`src/rtl/sbw_pkg.sv`:
```
package sbw_pkg;

    localparam int CKS_W        = 3;
    localparam int DIV_LOG2_MAX = 12;

    typedef enum logic [2:0] {
        ST_RUN      = 3'd0,
        ST_SW_STBY  = 3'd1,
        ST_SETTLE   = 3'd2,
        ST_RST_HOLD = 3'd3,
        ST_HW_STBY  = 3'd4
    } sbw_state_e;

    typedef enum logic [1:0] {
        STAT_RUN    = 2'd0,
        STAT_STBY   = 2'd1,
        STAT_SETTLE = 2'd2,
        STAT_HW     = 2'd3
    } sbw_stat_e;

    typedef struct packed {
        logic nmi;
        logic rst_n;
        logic hwstby_n;
    } sbw_pins_t;

    typedef struct packed {
        logic osc_en;
        logic clk_en;
        logic cnt_clk_en;
        logic hw_stby;
    } sbw_clk_t;

    // log2 of the prescaler ratio for each select code
    function automatic int div_log2(logic [CKS_W-1:0] code);
        case (code)
            3'd0:    return 1;
            3'd1:    return 3;
            3'd2:    return 5;
            3'd3:    return 6;
            3'd4:    return 7;
            3'd5:    return 8;
            3'd6:    return 10;
            default: return 12;
        endcase
    endfunction

    function automatic sbw_stat_e stat_of(sbw_state_e s);
        case (s)
            ST_RUN:    return STAT_RUN;
            ST_SETTLE: return STAT_SETTLE;
            ST_HW_STBY: return STAT_HW;
            default:   return STAT_STBY;
        endcase
    endfunction

    function automatic sbw_clk_t clk_of(sbw_state_e s);
        sbw_clk_t c;
        c.osc_en     = (s == ST_RUN) || (s == ST_SETTLE) || (s == ST_RST_HOLD);
        c.clk_en     = (s == ST_RUN);
        c.cnt_clk_en = (s == ST_SETTLE);
        c.hw_stby    = (s == ST_HW_STBY);
        return c;
    endfunction

endpackage

```
`src/rtl/sbw_sync.sv`:
```
module sbw_sync #(
    parameter int              W       = 3,
    parameter int              STAGES  = 2,
    parameter logic [W-1:0]    RST_VAL = '1
) (
    input  logic         clk_i,
    input  logic         rst_i,
    input  logic [W-1:0] d_i,
    output logic [W-1:0] q_o
);
    logic [STAGES-1:0][W-1:0] stg_q;

    always_ff @(posedge clk_i) begin
        if (rst_i) begin
            stg_q <= {STAGES{RST_VAL}};
        end else begin
            stg_q <= {stg_q[STAGES-2:0], d_i};
        end
    end

    assign q_o = stg_q[STAGES-1];
endmodule

```
`src/rtl/sbw_edge.sv`:
```
module sbw_edge (
    input  logic clk_i,
    input  logic rst_i,
    input  logic level_i,
    input  logic sel_we_i,
    input  logic sel_d_i,
    output logic edge_o
);
    logic prev_q;
    logic sel_q;

    always_ff @(posedge clk_i) begin
        if (rst_i) begin
            prev_q <= 1'b1;
            sel_q  <= 1'b0;
        end else begin
            prev_q <= level_i;
            if (sel_we_i) begin
                sel_q <= sel_d_i;
            end
        end
    end

    assign edge_o = sel_q ? (level_i & ~prev_q) : (~level_i & prev_q);
endmodule

```
`src/rtl/sbw_settle.sv`:
```
module sbw_settle import sbw_pkg::*; #(
    parameter int CNT_W = 8
) (
    input  logic             clk_i,
    input  logic             rst_i,
    input  logic             start_i,
    input  logic             run_i,
    input  logic [CKS_W-1:0] cks_i,
    output logic             done_o
);
    localparam int PRE_W = DIV_LOG2_MAX;

    logic [PRE_W-1:0] pre_q;
    logic [PRE_W-1:0] lim_q;
    logic [CNT_W-1:0] cnt_q;
    logic             tick;

    assign tick   = run_i && (pre_q == lim_q);
    assign done_o = tick && (&cnt_q);

    always_ff @(posedge clk_i) begin
        if (rst_i) begin
            pre_q <= '0;
            lim_q <= '0;
            cnt_q <= '0;
        end else if (start_i) begin
            pre_q <= '0;
            cnt_q <= '0;
            lim_q <= PRE_W'((32'd1 << div_log2(cks_i)) - 32'd1);
        end else if (run_i) begin
            pre_q <= tick ? '0 : pre_q + 1'b1;
            if (tick) begin
                cnt_q <= cnt_q + 1'b1;
            end
        end
    end
endmodule

```
`src/rtl/sbw_fsm.sv`:
```
module sbw_fsm import sbw_pkg::*; (
    input  logic       clk_i,
    input  logic       rst_i,
    input  logic       sleep_i,
    input  logic       stby_en_i,
    input  logic       rst_n_i,
    input  logic       hwstby_n_i,
    input  logic       nmi_edge_i,
    input  logic       done_i,
    output sbw_state_e state_o,
    output logic       start_o,
    output logic       nmi_req_o,
    output logic       rst_seq_o
);
    sbw_state_e state_q, state_d;
    logic       nmi_p, rst_p;
    logic       nmi_q, rst_q;

    always_comb begin
        state_d = state_q;
        start_o = 1'b0;
        nmi_p   = 1'b0;
        rst_p   = 1'b0;
        unique case (state_q)
            ST_RUN: begin
                if (nmi_edge_i) nmi_p = 1'b1;
                if (sleep_i && stby_en_i) state_d = ST_SW_STBY;
            end
            ST_SW_STBY: begin
                if (!hwstby_n_i)      state_d = ST_HW_STBY;
                else if (!rst_n_i)    state_d = ST_RST_HOLD;
                else if (nmi_edge_i) begin
                    state_d = ST_SETTLE;
                    start_o = 1'b1;
                end
            end
            ST_SETTLE: begin
                if (!hwstby_n_i)      state_d = ST_HW_STBY;
                else if (!rst_n_i)    state_d = ST_RST_HOLD;
                else if (done_i) begin
                    state_d = ST_RUN;
                    nmi_p   = 1'b1;
                end
            end
            ST_RST_HOLD: begin
                if (!hwstby_n_i)      state_d = ST_HW_STBY;
                else if (rst_n_i) begin
                    state_d = ST_RUN;
                    rst_p   = 1'b1;
                end
            end
            ST_HW_STBY: state_d = ST_HW_STBY;
            default:    state_d = ST_RUN;
        endcase
    end

    always_ff @(posedge clk_i) begin
        if (rst_i) begin
            state_q <= ST_RUN;
            nmi_q   <= 1'b0;
            rst_q   <= 1'b0;
        end else begin
            state_q <= state_d;
            nmi_q   <= nmi_p;
            rst_q   <= rst_p;
        end
    end

    assign state_o   = state_q;
    assign nmi_req_o = nmi_q;
    assign rst_seq_o = rst_q;
endmodule

```
`src/rtl/standby_wake_ctrl.sv`:
```
module standby_wake_ctrl import sbw_pkg::*; #(
    parameter int CNT_W       = 8,
    parameter int SYNC_STAGES = 2
) (
    input  logic             clk_i,
    input  logic             rst_i,
    input  logic             sleep_req_i,
    input  logic             stby_en_i,
    input  logic [CKS_W-1:0] cks_i,
    input  logic             edge_sel_we_i,
    input  logic             edge_sel_i,
    input  logic             nmi_pin_i,
    input  logic             rst_pin_n_i,
    input  logic             hwstby_pin_n_i,
    output logic             osc_en_o,
    output logic             clk_en_o,
    output logic             cnt_clk_en_o,
    output logic             hw_stby_o,
    output logic             nmi_req_o,
    output logic             rst_seq_o,
    output logic [1:0]       status_o
);
    localparam int PIN_W = $bits(sbw_pins_t);

    sbw_pins_t  pin_raw, pin_s;
    sbw_state_e state;
    sbw_clk_t   clks;
    logic       nmi_edge, start, done;

    assign pin_raw = '{nmi: nmi_pin_i, rst_n: rst_pin_n_i, hwstby_n: hwstby_pin_n_i};

    sbw_sync #(.W(PIN_W), .STAGES(SYNC_STAGES), .RST_VAL('1)) u_sync (
        .clk_i (clk_i),
        .rst_i (rst_i),
        .d_i   (pin_raw),
        .q_o   (pin_s)
    );

    sbw_edge u_edge (
        .clk_i    (clk_i),
        .rst_i    (rst_i),
        .level_i  (pin_s.nmi),
        .sel_we_i (edge_sel_we_i),
        .sel_d_i  (edge_sel_i),
        .edge_o   (nmi_edge)
    );

    sbw_settle #(.CNT_W(CNT_W)) u_settle (
        .clk_i   (clk_i),
        .rst_i   (rst_i),
        .start_i (start),
        .run_i   (clks.cnt_clk_en),
        .cks_i   (cks_i),
        .done_o  (done)
    );

    sbw_fsm u_fsm (
        .clk_i      (clk_i),
        .rst_i      (rst_i),
        .sleep_i    (sleep_req_i),
        .stby_en_i  (stby_en_i),
        .rst_n_i    (pin_s.rst_n),
        .hwstby_n_i (pin_s.hwstby_n),
        .nmi_edge_i (nmi_edge),
        .done_i     (done),
        .state_o    (state),
        .start_o    (start),
        .nmi_req_o  (nmi_req_o),
        .rst_seq_o  (rst_seq_o)
    );

    assign clks         = clk_of(state);
    assign osc_en_o     = clks.osc_en;
    assign clk_en_o     = clks.clk_en;
    assign cnt_clk_en_o = clks.cnt_clk_en;
    assign hw_stby_o    = clks.hw_stby;
    assign status_o     = stat_of(state);
endmodule

```
`config.mk`:
```
export PLATFORM = sky130hd
export DESIGN_NAME = standby_wake_ctrl
export DESIGN_NICKNAME = d
export VERILOG_FILES = /design/src/rtl/sbw_pkg.sv /design/src/rtl/sbw_sync.sv /design/src/rtl/sbw_edge.sv /design/src/rtl/sbw_settle.sv /design/src/rtl/sbw_fsm.sv /design/src/rtl/standby_wake_ctrl.sv
export SDC_FILE = /design/constraint.sdc
export NUM_CORES = 1
export LEC_CHECK = 0
export BUFFER_PORTS_ARGS = -buffer_cell sky130_fd_sc_hd__buf_2
export CAP_MARGIN = 30
export CELL_PAD_IN_SITES_DETAIL_PLACEMENT = 0
export CELL_PAD_IN_SITES_GLOBAL_PLACEMENT = 1
export CORE_UTILIZATION = 50
export CTS_BUF_LIST = sky130_fd_sc_hd__clkbuf_8
export CTS_CLUSTER_DIAMETER = 50
export DETAILED_ROUTE_END_ITERATION = 10
export PLACE_DENSITY_LB_ADDON = 0.1
export SLEW_MARGIN = 20
export SYNTH_ARGS = -nofsm -noshare
export SYNTH_HDL_FRONTEND = slang
export SYNTH_SLANG_ARGS = --single-unit
```
`constraint.sdc`:
```
create_clock -name clk_i -period 3 [get_ports clk_i]
set_input_delay 0.3 -clock clk_i [delete_from_list [all_inputs] [get_ports clk_i]]
set_output_delay 0.3 -clock clk_i [all_outputs]
set_load 0.03 [all_outputs]
```
# Word level (Yosys, flattened, before mapping)
# Index checks and enable logic that the tools add are counted.
[word_totals]
regBits = 45
input_bits = 12
[classes]
add_sub_neg = 3
n_eq_ne = 15
shift = 1
n_mux = 25
n_bitwise = 6
reduce_logical = 12
[op_table]
columns = ["cell", "count"]
rows = [
  ["2-to-1 mux 32 bit", 2],
  ["<< shifter 1 x 32 -> 12 bit, first input constant", 1],
  ["case mux 4 bit (7 select lines)", 1],
  ["2-to-1 mux 3 bit", 9],
  ["case mux 3 bit (5 select lines)", 1],
  ["adder 12 x 1 -> 12 bit, second input constant", 1],
  ["== test 12 bit", 1],
  ["== test 3 x 2 -> 1 bit, second input constant", 4],
  ["== test 3 bit, second input constant", 4],
  ["2-to-1 mux 12 bit", 1],
  ["subtractor 12 x 1 -> 12 bit, second input constant", 1],
  ["2-to-1 mux 1 bit", 9],
  ["adder 8 x 1 -> 8 bit, second input constant", 1],
  ["inequality test 4 bit, second input constant", 2],
  ["AND reduction 8 bit", 1],
  ["== test 3 x 1 -> 1 bit, second input constant", 2],
  ["zero test 3 bit", 2],
  ["case mux 2 bit (3 select lines)", 1],
  ["inverter 1 bit", 4],
  ["AND reduction 4 bit", 1],
  ["logical AND 1 bit", 3],
  ["inequality test 3 x 2 -> 1 bit, second input constant", 1],
  ["OR reduction 3 bit", 1],
  ["AND 1 bit", 2],
  ["other kinds (5)", 6],
]

# Longest topological paths before layout
# Gate-level depths: netlist of the first run.
[logic_depth]
depth_word = 11
depth_mapped = 8
mapped_depth_nobuf = 6

# Cells and area by module
# Synthesis of the first run repeated with hierarchy kept, for this count alone.
[hier_totals]
hier_cells = 298
hier_area_um2 = 2541.2
[by_module_without_submodules]
columns = ["mod", "n_inst", "cells_per_inst", "area_each_um2", "seq_area_each_um2"]
rows = [
  ["sbw_settle", 1, 232, 1911.8, 640.6],
  ["sbw_fsm", 1, 35, 316.6, 100.1],
  ["sbw_sync", 1, 15, 180.2, 120.1],
  ["sbw_edge", 1, 8, 82.6, 40.0],
  ["standby_wake_ctrl", 1, 8, 50.0, 0.0],
]

# Worst setup path before layout of the first run
# OpenSTA, ideal clock, no wires.
[synth_path]
path_type = "register to register"
startpoint = "reg u_fsm.state_q[2] (netlist: u_fsm.state_o[2])"
endpoint = "reg u_settle.pre_q[5]"
setup_ns = 0.127
arrival_time_ns = 1.839
required_time_ns = 2.873
setup_slack_ns = 1.035
stages_incl_launch_ff = 9
path_cell_list = "dfxtp_1 > buf_6 > or3b_1 > buf_6 > inv_1 > and3_1 > and4_1 > xnor2_1 > nor2_1"
[synth_between]
elab_chain_len = 3
elab_cells_between_ends = 6
[synth_rtl]
columns = ["item", "line", "source"]
rows = [
  ["start: declaration", "sbw_fsm.sv:15", "sbw_state_e state_q, state_d;"],
  ["start signal: assignment", "sbw_fsm.sv:63", "state_q <= state_d;"],
  ["== test 3 x 2 -> 1 bit (*)", "sbw_pkg.sv:61", "c.cnt_clk_en = (s == ST_SETTLE);"],
  ["named net cnt_clk_en_o", "standby_wake_ctrl.sv:17", "output logic cnt_clk_en_o,"],
  ["logical AND 1 bit", "sbw_settle.sv:18", "assign tick = run_i && (pre_q == lim_q);"],
  ["2-to-1 mux 12 bit", "sbw_settle.sv:31", "pre_q <= tick ? '0 : pre_q + 1'b1;"],
  ["end signal: assignment", "sbw_settle.sv:31", ""],
  ["end: declaration", "sbw_settle.sv:13", "logic [PRE_W-1:0] pre_q;"],
]
# Mark *: on every way through the listed nets, which the timed path passes. The rest lies on a longest branch.
# A chain may end at the register's enable or synchronous reset.

# Final worst setup path of the first run
[layout_path]
startpoint = "reg u_fsm.state_q[1] (netlist: u_fsm.state_o[1])"
endpoint = "reg u_settle.cnt_q[7]"
[layout_between]
elab_chain_len = 3
elab_cells_between_ends = 6
[layout_rtl]
columns = ["item", "line", "source"]
rows = [
  ["== test 3 x 1 -> 1 bit or == test 3 x 2 -> 1 bit (tied branches)", "sbw_fsm.sv:24, sbw_pkg.sv:61", ""],
  ["2-to-1 mux 1 bit or logical AND 1 bit (tied branches)", "sbw_fsm.sv:24, sbw_settle.sv:18", ""],
  ["OR reduction 2 bit (no line) or AND reduction 2 bit (tied branches)", "-", ""],
  ["end signal: assignment", "sbw_settle.sv:33", "cnt_q <= cnt_q + 1'b1;"],
  ["end: declaration", "sbw_settle.sv:15", "logic [CNT_W-1:0] cnt_q;"],
]
# Parallel ways exist; a longest one is shown, timed or not.

==> results of run 1 <==
## metal layers
metal | GRT usage | vias to the layer above
li1 | - | 874
met1 | 0.275 | 791
met2 | 0.293 | 24
met3 | 0.0557 | 6
met4 | 0.0718 | 0
met5 | 0 | -
## stage by stage
step	utilization	power, mW
floorplan	-	0.921
global placement	0.545	0.968
detailed placement	0.545	0.965
CTS	0.574	1.44
global route	0.574	1.50
finish	0.574	1.43
## worst paths after layout
check | to | cells past startpoint | slack (ns) | startpoint
worst min register to register | u_sync.q_o[2]$_SDFF_PP1_ | 1 | 0.41 | u_sync.stg_q[2]$_SDFF_PP1_
worst min-delay path | u_sync.stg_q[1]$_SDFF_PP1_ | 2 | 0.18 | rst_pin_n_i
worst max-delay path | u_settle.cnt_q[7]$_SDFFE_PP0P_ | 5 | 0.78 | u_fsm.state_o[1]$_SDFFE_PP0P_
worst max register to register | u_settle.cnt_q[7]$_SDFFE_PP0P_ | 5 | 0.78 | u_fsm.state_o[1]$_SDFFE_PP0P_
## placed cells by master (no fill, tap or decap), types with 4 or more instances in the layout
cell type / count
dfxtp_1: 45
or3_1: 4
inv_1: 7
clkbuf_8: 6
nand4_1: 6
o31ai_1: 4
a211oi_1: 5
or4_1: 5
xor2_1: 20
xnor2_1: 4
and4_1: 4
nand3_1: 10
nor3_1: 4
buf_2: 19
or2_2: 8
a21oi_1: 18
nor2_1: 31
nand2_1: 23
## registers in the layout, summed over array words and instances (netlist names)
name,cells
u_sync.stg_q,3
u_fsm.state_o,3
u_settle.lim_q,12
u_sync.q_o,3
u_settle.cnt_q,8
u_fsm.rst_seq_o,1
u_settle.pre_q,12
u_edge.prev_q,1
u_fsm.nmi_req_o,1
u_edge.sel_q,1
## cells by family (layout without fill, tap and decap cells)
logic type                 Yosys count  in the layout  synth area share
xor gates and xnor gates            24             24            0.0984
AOI/OAI and AO/OA                   38             38             0.123
other                                1              1           0.00176
buffers and inverters               20             34            0.0498
muxes                                3              3            0.0146
and+or+nand+nor                    111            111             0.273
adders and majority gates            3              3            0.0176
DFF                                 45             45             0.422
## power breakdown
part           switching, mW  internal [mW]
clock                  0.203          0.268
sequential            0.0358          0.624
combinational          0.192          0.103
## layout make-up
class / instances / area, µm² / area share
clock buffer: 6 / 82.6 / 0.0354
clock inverter: 2 / 33.8 / 0.0145
inverter: 7 / 26.3 / 0.0113
multi-input combinational: 180 / 1130 / 0.484
sequential: 45 / 901 / 0.387
tap: 50 / 62.6 / 0.0269
timing repair buffer: 19 / 95.1 / 0.0408
## worst register-to-register path, stage by stage, from the launching register on
cell and delay (ns):
dfxtp_1 0.50, or3b_1 0.51, nor2_4 0.15, nand4_2 0.28, or4_1 0.56, a21oi_1 0.16
==> flow_metrics.py, run 1 <==
metrics = {
    "clock_tree": {
        "clkSlewWorstSetupHoldPaths_ns": 0.09,
        "cts_hold_buf": 0,
        "cts_buffer_depth": 2,
        "post-cts-setup-buffers": 0,
        "tritoncts": "built",
        "ctsResizeCount": 0,
        "numClockSinks": 45,
        "root_buffer": "clkbuf_8",
        "cts.htree.levels": 2,
        "cts_made_buffers": 5,
        "clock_latency_ns": 0.30,
    },
    "placement": {
        "port_buffers": 19,
        "hpwl_um": 2750,
        "gp_congestion": 0.757,
        "dp.cells": 301,
        "pre_cts_ws_ns": 0.815,
        "placed_area_mm2": 0.00221,
    },
    "synth": {
        "synth_top_area_share": 0.422,
        "synth-edff-count": 0,
        "synth_area_mm2": 0.00214,
        "synthCells": 245,
        "synth_top_flop_cell": "dfxtp_1",
        "synth_common_cells": "dfxtp_1 (45), nor2_1 (31), nand2_1 (23)",
        "ys_types": 45,
        "async_reset_ff_frac": 0,
        "synth_area_leaders": "dfxtp_1 (42%), xor2_1 (8.2%), nor2_1 (5.4%)",
        "yosysMostFrequentCell": "dfxtp_1",
        "syn-num-nets": 260,
        "synth_warnings": 0,
        "seq_area_frac_synth": 0.422,
        "synth_top_cell_by_area": "dfxtp_1",
        "synth-seq-cells": 45,
        "syn_avg_cell_area_um2": 8.72,
    },
    "routing": {
        "drtIter0Drc": 82,
        "drt_pass1_iterations": 4,
        "top_layer": "met4",
        "drc": 0,
        "wl_met1_um": 2020,
        "vias": 1695,
        "ant_nets": 0,
        "wl_per_cell_um": 13.0,
        "vias_per_cell": 5.49,
        "wl_met3_um": 131,
        "wl_um": 4010,
        "met2_length_um": 1800,
    },
    "global_route": {
        "antenna_found_initial": 0,
        "grt_pass1_wl_um": 6770,
        "grt_pass1_vias": 1452,
        "grt.overflow.total": 0,
        "track_usage": 0.199,
        "grt_max_degree": 26,
    },
    "die": {
        "die-area_mm2": 0.00454,
        "num_rows": 23,
        "initial_utilization": 0.526,
        "die_h_um": 67.4,
        "coreArea_mm2": 0.00406,
        "die_w_um": 67.4,
        "ios": 20,
    },
    "timing": {
        "layout_setup_ws_ns": 0.783,
        "final_hold_viol_count": 0,
        "whs_ns": 0.178,
        "fin_crit_sh": 0.739,
        "rsz0062_at_grt": "no",
        "tightest_slew_ns": 0.868,
        "setup_violations": 0,
        "slew_violations": 0,
        "skew_ns": 0.0115,
        "maxSlewHeadroom": 0.422,
        "layout_min_cycle_time_ns": 2.22,
        "fmax_ghz": 0.451,
        "setup-tns-final_ns": 0,
    },
    "power": {
        "power.leakage_nw": 0.956,
        "pwr_density_cell_mw_per_mm2": 612,
        "vdd_drop_max_mv": 0.265,
    },
    "layout": {
        "area_growth_pct": 9.08,
        "drive_above_1_share": 0.151,
        "finalNonFillerCells": 309,
        "finalNetCount": 273,
        "num-fill-cells": 387,
        "antenna_cells": 0,
        "final_area_mm2": 0.00233,
    },
    "critical_path": {
        "path_delay_family": "simple AND/OR/NAND/NOR gates",
        "path_buf_inv": 0,
        "cp_slowest_stage_delay_ns": 0.56,
        "critPathRequiredTime_ns": 3.23,
        "worstSetupEndpointType": "flop",
        "path_cells": "or3b_1 > nor2_4 > nand4_2 > or4_1 > a21oi_1",
        "path_class": "reg2reg",
        "cp.arrival_ns": 2.45,
        "start_kind": "flop",
        "cp_max_fo": 13,
        "critPathSlowestCell": "or4_1",
    },
    "run_status": {
        "outcome": "complete, no violations",
    },
    "flow_run": {
        "cap_violations": 0,
    },
    "worst_hold_path": {
        "hp-class": "in2reg",
    },
}
No activity file was read; power rests on OpenSTA's default activity.
==> run 2, diff against run 1 <==
--- a/config.mk
+++ b/config.mk
@@ -9,7 +9,7 @@
 export CAP_MARGIN = 30
 export CELL_PAD_IN_SITES_DETAIL_PLACEMENT = 0
 export CELL_PAD_IN_SITES_GLOBAL_PLACEMENT = 1
-export CORE_UTILIZATION = 50
+export CORE_UTILIZATION = 42
 export CTS_BUF_LIST = sky130_fd_sc_hd__clkbuf_8
 export CTS_CLUSTER_DIAMETER = 50
 export DETAILED_ROUTE_END_ITERATION = 10
==> constraint.sdc (replaced) <==
create_clock -name clk_i -period 1.89 [get_ports clk_i]
set_input_delay 0.189 -clock clk_i [delete_from_list [all_inputs] [get_ports clk_i]]
set_output_delay 0.189 -clock clk_i [all_outputs]
set_load 0.03 [all_outputs]
==> flow_metrics.py, run 2 (synthesis results as in run 1) <==
metrics = {
    "routing": {
        "drt_pass1_iterations": 4,
        "top_layer": "met4",
        "wl_um": 4210,
        "wl_met1_um": 2170,
        "ant_nets": 0,
        "vias_per_cell": 5.04,
        "vias": 1738,
        "drtIter0Drc": 60,
        "drc": 0,
        "met2_length_um": 1860,
        "wl_per_cell_um": 12.2,
        "wl_met3_um": 109,
    },
    "layout": {
        "drive_above_1_share": 0.230,
        "top_regs": "u_settle.lim_q x12, u_settle.pre_q x12, u_settle.cnt_q x8",
        "layout.cells.most_common": "dfxtp_1",
        "area_growth_pct": 19.6,
        "finalNetCount": 292,
        "mostFrequentLayoutCells": "dfxtp_1 (45), nor2_1 (31), nand2_1 (23)",
        "antenna_cells": 0,
        "num-fill-cells": 501,
    },
    "clock_tree": {
        "clock_latency_ns": 0.30,
        "tritoncts": "built",
        "cts.htree.levels": 2,
        "root_buffer": "clkbuf_8",
        "clkSlewWorstSetupHoldPaths_ns": 0.09,
        "numClockSinks": 45,
        "post-cts-setup-buffers": 0,
        "cts_made_buffers": 5,
        "cts_buffer_depth": 2,
        "cts_hold_buf": 0,
    },
    "die": {
        "initial_utilization": 0.443,
        "ios": 20,
        "die_h_um": 73.3,
        "die_w_um": 73.3,
        "coreArea_mm2": 0.00482,
        "die-area_mm2": 0.00537,
        "num_rows": 25,
    },
    "critical_path": {
        "cp_slowest_stage_delay_ns": 0.47,
        "rr_endpoint": "u_settle.cnt_q[5]$_SDFFE_PP0P_",
        "worstSetupEndpointType": "flop",
        "worstReg2RegStart": "u_settle.pre_q[2]$_SDFFE_PP0P_",
        "start_kind": "flop",
        "critPathSlowestCell": "or4_4",
        "path_class": "reg2reg",
        "critPathRequiredTime_ns": 2.13,
        "rr_worst_depth": 5,
        "path_cells": "xor2_1 > nor4_2 > nand4_4 > or4_4 > a21oi_2",
        "rrSetupSlack_ns": 0.09,
        "cp.arrival_ns": 2.04,
        "cp_max_fo": 8,
    },
    "worst_hold_path": {
        "hold_start": "nmi_pin_i",
        "hp-class": "in2reg",
        "worstHoldEndpoint": "u_sync.stg_q[2]$_SDFF_PP1_",
        "hold_depth": 2,
    },
    "global_route": {
        "grt.overflow.total": 0,
        "antenna_found_initial": 0,
        "grt_max_degree": 26,
        "track_usage": 0.176,
        "grt_pass1_vias": 1581,
        "grt_pass1_wl_um": 7180,
    },
    "timing": {
        "fmax_ghz": 0.555,
        "setup-tns-final_ns": 0,
        "layout_min_cycle_time_ns": 1.80,
        "rsz0062_at_grt": "no",
        "fin_crit_sh": 0.953,
        "slew_violations": 0,
        "setup_violations": 0,
        "skew_ns": 0.00805,
        "final_hold_viol_count": 0,
    },
    "placement": {
        "port_buffers": 19,
        "gp_congestion": 0.739,
        "hpwl_um": 3060,
    },
    "power": {
        "power.leakage_nw": 1.05,
        "vdd_drop_max_mv": 0.595,
        "pwr_density_cell_mw_per_mm2": 926,
        "total_power_mw": 2.36,
    },
    "run_status": {
        "outcome": "complete, no violations",
    },
    "flow_run": {
        "cap_violations": 0,
    },
}
==> run 2: worst max-delay path: cells and delay by family, from the launching register on <==
kind,cells,cell delay [ns]
flops,1,0.33
compound gates,1,0.14
simple gates,3,1.09
xor+xnor,1,0.17
==> run 2: metal layers <==
metal | up-vias | track usage
met5 | - | 0
met4 | 0 | 0.0769
met3 | 7 | 0.0370
met2 | 20 | 0.263
met1 | 798 | 0.243
li1 | 913 | -
==> run 2: area by class of cell <==
type | instances | area (µm²) | area share
clock inverter | 3 | 42.5 | 0.0167
multi-input combinational | 180 | 1160 | 0.454
sequential | 45 | 901 | 0.353
tap | 67 | 83.8 | 0.0328
timing repair buffer | 38 | 269 | 0.105
inverter | 7 | 30.0 | 0.0118
clock buffer | 5 | 68.8 | 0.0269
==> run 2: repair_timing <==
item | CTS | global route
pin swaps | 0 | 5
resized for setup | 1 | 7
endpoints found under the setup margin | 3 | 6
==> run 2: power by group <==
group	total (mW)	switching, mW	internal [mW]
Combinational	0.624	0.357	0.267
Clock	0.723	0.331	0.392
Sequential	1.02	0.0266	0.990
==> run 2: how the worst max path moves through the flow <==
stage	startpoint	to	cells past startpoint
final	u_settle.pre_q[2]$_SDFFE_PP0P_	u_settle.cnt_q[5]$_SDFFE_PP0P_	5
after CTS	u_fsm.state_o[2]$_SDFFE_PP0P_	u_settle.cnt_q[7]$_SDFFE_PP0P_	5
after detailed placement	u_settle.pre_q[1]$_SDFFE_PP0P_	u_settle.cnt_q[7]$_SDFFE_PP0P_	5
after global routing	u_settle.pre_q[2]$_SDFFE_PP0P_	u_settle.cnt_q[2]$_SDFFE_PP0P_	6
after floorplan	u_fsm.state_o[2]$_SDFFE_PP0P_	u_settle.cnt_q[4]$_SDFFE_PP0P_	8
after global placement	u_settle.pre_q[1]$_SDFFE_PP0P_	u_settle.cnt_q[5]$_SDFFE_PP0P_	5
==> run 2: per-stage QoR <==
stage | instance area, µm² | std cells | hold WS [ns] | worst slack, ns | util
floorplan | 2140 | 245 | 0.293 | 0.00392 | -
global placement | 2410 | 337 | 0.371 | 0.0645 | 0.499
detailed placement | 2410 | 337 | 0.373 | 0.0186 | 0.499
CTS | 2520 | 345 | 0.0494 | 0.0453 | 0.524
global route | 2550 | 345 | 0.0463 | 0.00236 | 0.530
finish | 2550 | 345 | 0.0622 | 0.0886 | 0.530
